<file path="src/rtl/chop_pkg.sv">
package chop_pkg;
  typedef enum logic [2:0] {
    PH_IDLE  = 3'd0,
    PH_ON    = 3'd1,
    PH_LEAD  = 3'd2,
    PH_SR    = 3'd3,
    PH_TRAIL = 3'd4
  } phase_t;
endpackage

</file>
<file path="src/rtl/chop_sync.sv">
module chop_sync #(
  parameter int STAGES = 2
) (
  input  logic clk,
  input  logic rst_n,
  input  logic d_i,
  output logic q_o
);
  generate
    if (STAGES <= 1) begin : g_single
      logic q_r;
      always_ff @(posedge clk) begin
        if (!rst_n) q_r <= 1'b0;
        else        q_r <= d_i;
      end
      assign q_o = q_r;
    end else begin : g_chain
      logic [STAGES-1:0] sh_r;
      always_ff @(posedge clk) begin
        if (!rst_n) sh_r <= '0;
        else        sh_r <= {sh_r[STAGES-2:0], d_i};
      end
      assign q_o = sh_r[STAGES-1];
    end
  endgenerate
endmodule

</file>
<file path="src/rtl/chop_span.sv">
module chop_span #(
  parameter int W = 16
) (
  input  logic         clk,
  input  logic         rst_n,
  input  logic         load_i,
  input  logic [W-1:0] len_m1_i,
  output logic         done_o
);
  logic [W-1:0] cnt_q;

  always_ff @(posedge clk) begin
    if (!rst_n)              cnt_q <= '0;
    else if (load_i)         cnt_q <= len_m1_i;
    else if (cnt_q != '0)    cnt_q <= cnt_q - 1'b1;
  end

  assign done_o = (cnt_q == '0);
endmodule

</file>
<file path="src/rtl/chop_ontrack.sv">
module chop_ontrack #(
  parameter int W       = 16,
  parameter int T_BLANK = 100,
  parameter int T_MINON = 250
) (
  input  logic         clk,
  input  logic         rst_n,
  input  logic         start_i,
  input  logic         active_i,
  input  logic         cmp_i,
  output logic         trip_o,
  output logic [W-1:0] age_o
);
  localparam int AGE_CAP_I = (T_BLANK > T_MINON) ? T_BLANK : T_MINON;
  localparam logic [W-1:0] BLANK_C = W'(T_BLANK);
  localparam logic [W-1:0] MINON_C = W'(T_MINON - 1);
  localparam logic [W-1:0] CAP_C   = W'(AGE_CAP_I);

  logic [W-1:0] age_q;
  logic         pend_q;
  logic         open_w;
  logic         minok_w;

  assign open_w  = (age_q >= BLANK_C);
  assign minok_w = (age_q >= MINON_C);

  always_ff @(posedge clk) begin
    if (!rst_n)                        age_q <= '0;
    else if (start_i)                  age_q <= '0;
    else if (active_i && age_q != CAP_C) age_q <= age_q + 1'b1;
  end

  always_ff @(posedge clk) begin
    if (!rst_n)                          pend_q <= 1'b0;
    else if (start_i || !active_i)       pend_q <= 1'b0;
    else if (open_w && cmp_i)            pend_q <= 1'b1;
  end

  assign trip_o = active_i && minok_w && (pend_q || (open_w && cmp_i));
  assign age_o  = age_q;
endmodule

</file>
<file path="src/rtl/cot_chopper.sv">
module cot_chopper
  import chop_pkg::*;
#(
  parameter int CNT_W   = 16,
  parameter int T_OFF   = 1300,
  parameter int T_DEAD  = 100,
  parameter int T_BLANK = 100,
  parameter int T_MINON = 250,
  parameter int SYNC_N  = 2
) (
  input  logic       clk,
  input  logic       rst_n,
  input  logic       en_i,
  input  logic       cmp_raw_i,
  output logic       ls_on_o,
  output logic       hs_sr_o,
  output logic [2:0] phase_o
);
  localparam logic [CNT_W-1:0] LEN_DEAD = CNT_W'(T_DEAD - 1);
  localparam logic [CNT_W-1:0] LEN_SR   = CNT_W'(T_OFF - T_DEAD - 1);
  localparam logic [CNT_W-1:0] MINON_M1 = CNT_W'(T_MINON - 1);

  phase_t           ph_q, ph_n;
  logic             cmp_s;
  logic             span_done;
  logic             span_load;
  logic [CNT_W-1:0] span_len;
  logic             trip;
  logic             on_start;
  logic [CNT_W-1:0] on_age;

  chop_sync #(.STAGES(SYNC_N)) u_sync (
    .clk   (clk),
    .rst_n (rst_n),
    .d_i   (cmp_raw_i),
    .q_o   (cmp_s)
  );

  chop_span #(.W(CNT_W)) u_span (
    .clk      (clk),
    .rst_n    (rst_n),
    .load_i   (span_load),
    .len_m1_i (span_len),
    .done_o   (span_done)
  );

  chop_ontrack #(.W(CNT_W), .T_BLANK(T_BLANK), .T_MINON(T_MINON)) u_on (
    .clk      (clk),
    .rst_n    (rst_n),
    .start_i  (on_start),
    .active_i (ph_q == PH_ON),
    .cmp_i    (cmp_s),
    .trip_o   (trip),
    .age_o    (on_age)
  );

  always_comb begin
    ph_n = ph_q;
    if (!en_i) begin
      ph_n = PH_IDLE;
    end else begin
      unique case (ph_q)
        PH_IDLE:  ph_n = PH_TRAIL;
        PH_ON:    if (trip)      ph_n = PH_LEAD;
        PH_LEAD:  if (span_done) ph_n = PH_SR;
        PH_SR:    if (span_done) ph_n = PH_TRAIL;
        PH_TRAIL: if (span_done) ph_n = PH_ON;
        default:  ph_n = PH_IDLE;
      endcase
    end
  end

  always_comb begin
    unique case (ph_n)
      PH_LEAD, PH_TRAIL: span_len = LEN_DEAD;
      PH_SR:             span_len = LEN_SR;
      default:           span_len = '0;
    endcase
  end

  assign span_load = (ph_n != ph_q);
  assign on_start  = (ph_n == PH_ON) && (ph_q != PH_ON);

  always_ff @(posedge clk) begin
    if (!rst_n) ph_q <= PH_IDLE;
    else        ph_q <= ph_n;
  end

  assign ls_on_o = en_i && (ph_q == PH_ON);
  assign hs_sr_o = en_i && (ph_q == PH_SR);
  assign phase_o = ph_q;

  a_r2_lead_order: assert property (@(posedge clk) disable iff (!rst_n)
    (ph_q == PH_LEAD) |=> (ph_q == PH_LEAD || ph_q == PH_SR || ph_q == PH_IDLE));

  a_r3_sr_after_gap: assert property (@(posedge clk) disable iff (!rst_n)
    $rose(hs_sr_o) |-> ($past(ph_q) == PH_LEAD));

  a_r4_on_after_gap: assert property (@(posedge clk) disable iff (!rst_n)
    $rose(ls_on_o) |-> ($past(ph_q) == PH_TRAIL));

  a_r7_minon: assert property (@(posedge clk) disable iff (!rst_n)
    (ph_q == PH_ON && en_i && on_age < MINON_M1) |=> (ph_q == PH_ON));

  a_r8_disable: assert property (@(posedge clk) disable iff (!rst_n)
    !en_i |=> (ph_q == PH_IDLE));
endmodule

</file>
<file path="config.mk">
export PLATFORM = sky130hd
export DESIGN_NAME = cot_chopper
export DESIGN_NICKNAME = d
export VERILOG_FILES = /design/src/rtl/chop_pkg.sv /design/src/rtl/chop_sync.sv /design/src/rtl/chop_span.sv /design/src/rtl/chop_ontrack.sv /design/src/rtl/cot_chopper.sv
export SDC_FILE = /design/constraint.sdc
export NUM_CORES = 1
export LEC_CHECK = 0
export ABC_CLOCK_PERIOD_IN_PS = 2700
export CORE_MARGIN = 2
export CORE_UTILIZATION = 35
export CTS_BUF_LIST = sky130_fd_sc_hd__clkbuf_16
export CTS_CLUSTER_DIAMETER = 150
export DETAILED_ROUTE_END_ITERATION = 7
export GPL_TIMING_DRIVEN = 0
export HOLD_SLACK_MARGIN = 0.06
export PLACE_DENSITY = 0.58
export REMOVE_ABC_BUFFERS = 1
export SLEW_MARGIN = 10
export SYNTH_ARGS = -nofsm -noshare
export SYNTH_HDL_FRONTEND = slang
export SYNTH_SLANG_ARGS = --single-unit
</file>
<file path="constraint.sdc">
create_clock -name clk -period 2.7 [get_ports clk]
set_clock_uncertainty 0.2 [all_clocks]
set_input_delay 0.54 -clock clk [delete_from_list [all_inputs] [get_ports clk]]
set_output_delay 0.54 -clock clk [all_outputs]
set_load 0.03 [all_outputs]
</file>
==> impl_metrics.csv <==
group,metric,value,unit
floorplan,die_h,80.8,µm
flow_run,cap_violations,0,
route,vias,1633,
setup_path,crit_path_start_kind,"primary input",
sta,setup-tns-final,0,ns
final_layout,final_util,41.9,%
clock_network,worstSkewPairLatency,0.28,ns
floorplan,io_pins,9,
sta,fmax,387,MHz
hold_path,hold_class,"reg -> reg",
setup_path,worstPathMaxFanout,8,
final_layout,nets,259,
synth,synth.distinct_cells,49,
synth,synth-edff-count,0,
route,dr.first_iter.drc_count,70,
synth,synthCells,240,
synth,yosys_warnings,0,
synth,synth_flop_cell,"dfxtp_1",
synth,synth_top_cell_by_area,"dfxtp_1",
clock_network,clkTransAtPathRegs,0.06,ns
route,drc,0,
synth,yosys-top-cells-count,"nor2_1 (41), dfxtp_1 (38), nand2_1 (26), xnor2_1 (15)",
synth,syn_avg_cell_area,8.60,µm²
sta,finalHoldViolations,0,
synth,ys_ff_latch,38,
place,gp_congestion,0.775,
grt,grt_max_degree,17,
floorplan,core,5610,µm²
sta,rsz0062_at_grt,"false",
final_layout,drive_above_1_share,13.6,%
clock_network,cts_max_level,2,
grt,antenna_found_initial,0,
pwr,vdd_ir_drop_max,486,µV
route,first_pass_iters,4,
synth,yosysMostFrequentCell,"nor2_1",
sta,min_period_over_period,95.7,%
sta,min_period,2.58,ns
clock_network,cts_root_buffer,"clkbuf_16",
final_layout,antennaDiodeCount,0,
setup_path,crit_path_end_kind,"output port",
floorplan,start_util,36.8,%
route,wire_per_inst,12.3,µm
clock_network,cts_made_buffers,5,
grt,first_global_vias,1556,
final_layout,area_growth,14.0,%
floorplan,num_rows,27,
synth,synthArstFlopShare,0,%
setup_path,cp.arrival,1.84,ns
grt,grt_usage,13.6,%
synth,synthTopCellsByArea,"dfxtp_1 (37%), nor2_1 (7.5%), xnor2_1 (6.4%)",
grt,grt_overflow,0,
place,port_buffers,8,
synth,synth_area,2060,µm²
grt,grt_pass1_wl,6960,µm
route,ant_nets,0,
setup_path,required,1.96,ns
floorplan,dieArea,6530,µm²
setup_path,critPathKind,"in -> out",
synth,ys_seq_area_share,36.9,%
sta,slew_headroom,53.2,%
synth,synth_top_area_share,36.9,%
clock_network,cts_tree,"done",
floorplan,die_w,80.8,µm
sta,finalMaxSlewViolations,0,
clock_network,cts_hold_buf,0,
sta,final-setup-viol-count,0,
route,vias_per_cell,5.07,
route,totalWireLength,3970,µm
clock_network,cts_num_sinks,38,
pwr,design_power_total,2.32,mW
pwr,p_per_area,984,nW/µm²
outcome,status,"finished, final reports clean",
place,dpl.hpwl,2820,µm
setup_path,rrSetupSlack,0.15,ns
sta,tightest_slew,0.702,ns
clock_network,clk_path_buf_depth,2,
pwr,p_leak,0.911,nW
[cell type report]
cell class	count	area, µm²
repair buffers	10	90.1
multi-input cells	183	1200
well taps	72	90.1
fillers	583	3260
inverters	11	41.3
clock inverters	3	37.5
flip-flops and latches	38	767
clock buffers	5	125
[through the flow]
step                worst slack, ns  hold WS [ns]  cell area, µm²  std cells
global route                0.00453         0.269            2350        322
global placement             -0.250         0.214            2150        312
CTS                          0.0159         0.238            2330        320
floorplan                     0.153         0.212            1980        232
finish                        0.116         0.236            2350        322
detailed placement           -0.271         0.224            2150        312
[flip-flops by register name, summed over array words and instances, names as in the netlist]
name / cells
u_on.age_o: 16
u_on.pend_q: 1
phase_o: 3
u_sync.g_chain.sh_r: 2
u_span.cnt_q: 16
[power by group]
part	total, mW	internal (mW)	switching [mW]
combinational	0.899	0.386	0.513
clock	0.648	0.429	0.219
sequential	0.769	0.658	0.111
[worst max-delay path, cell delays in order]
cell	delay (ns)
clkdlybuf4s50_1	0.62
nand2_1	0.14
nor3_1	0.15
clkdlybuf4s15_1	0.39
[worst paths after layout]
kind                          startpoint                     end  depth (start not counted)
setup / recovery                    en_i                 hs_sr_o                          4
hold / removal    u_sync.g_chain.sh_r[0]  u_sync.g_chain.sh_r[1]                          1
setup reg to reg           u_on.age_o[1]         u_span.cnt_q[0]                          8
hold reg to reg   u_sync.g_chain.sh_r[0]  u_sync.g_chain.sh_r[1]                          1
[placed cells by master (no fill, tap or decap), types with 3 or more instances in the layout]
cell,netlist,routed
nand3_1,4,4
inv_1,11,12
ha_1,6,6
and2_1,3,3
a21oi_1,12,12
and3_1,4,4
nor2_1,41,40
o21ai_0,7,7
dfxtp_1,38,35
and3_2,4,4
nand4_1,5,5
nor3_1,5,5
clkdlybuf4s50_1,0,6
xnor2_1,15,15
nor4_2,3,3
nor4_1,4,4
nand2_1,26,26
xor2_1,12,12
clkbuf_16,0,5
[what timing repair did]
action                     in CTS  in global routing
gates resized for setup         5                 12
setup endpoints to repair      25                 25
buffers inserted                0                  2
pin swaps                       1                  3
[metal layers]
layer | global-route usage [%] | routed length, µm | vias up
met5 | 0 | 0 | -
met4 | 5.08 | 55 | 0
met3 | 3.00 | 88 | 6
met2 | 21.8 | 1830 | 14
met1 | 17.9 | 1990 | 770
li1 | - | - | 843
[cell families (layout without fill, tap and decap cells)]
group                      Yosys count  in the layout  share of synthesized area, %
and+or+nand+nor                    113            113                          28.0
DFF                                 38             38                          36.9
AOI/OAI and AO/OA                   35             35                          12.9
xor gates and xnor gates            27             27                          11.5
buffers and inverters               19             29                          6.25
adders and majority gates            6              6                          3.64
muxes                                2              2                         0.970
No activity file was read; power rests on OpenSTA's default activity.
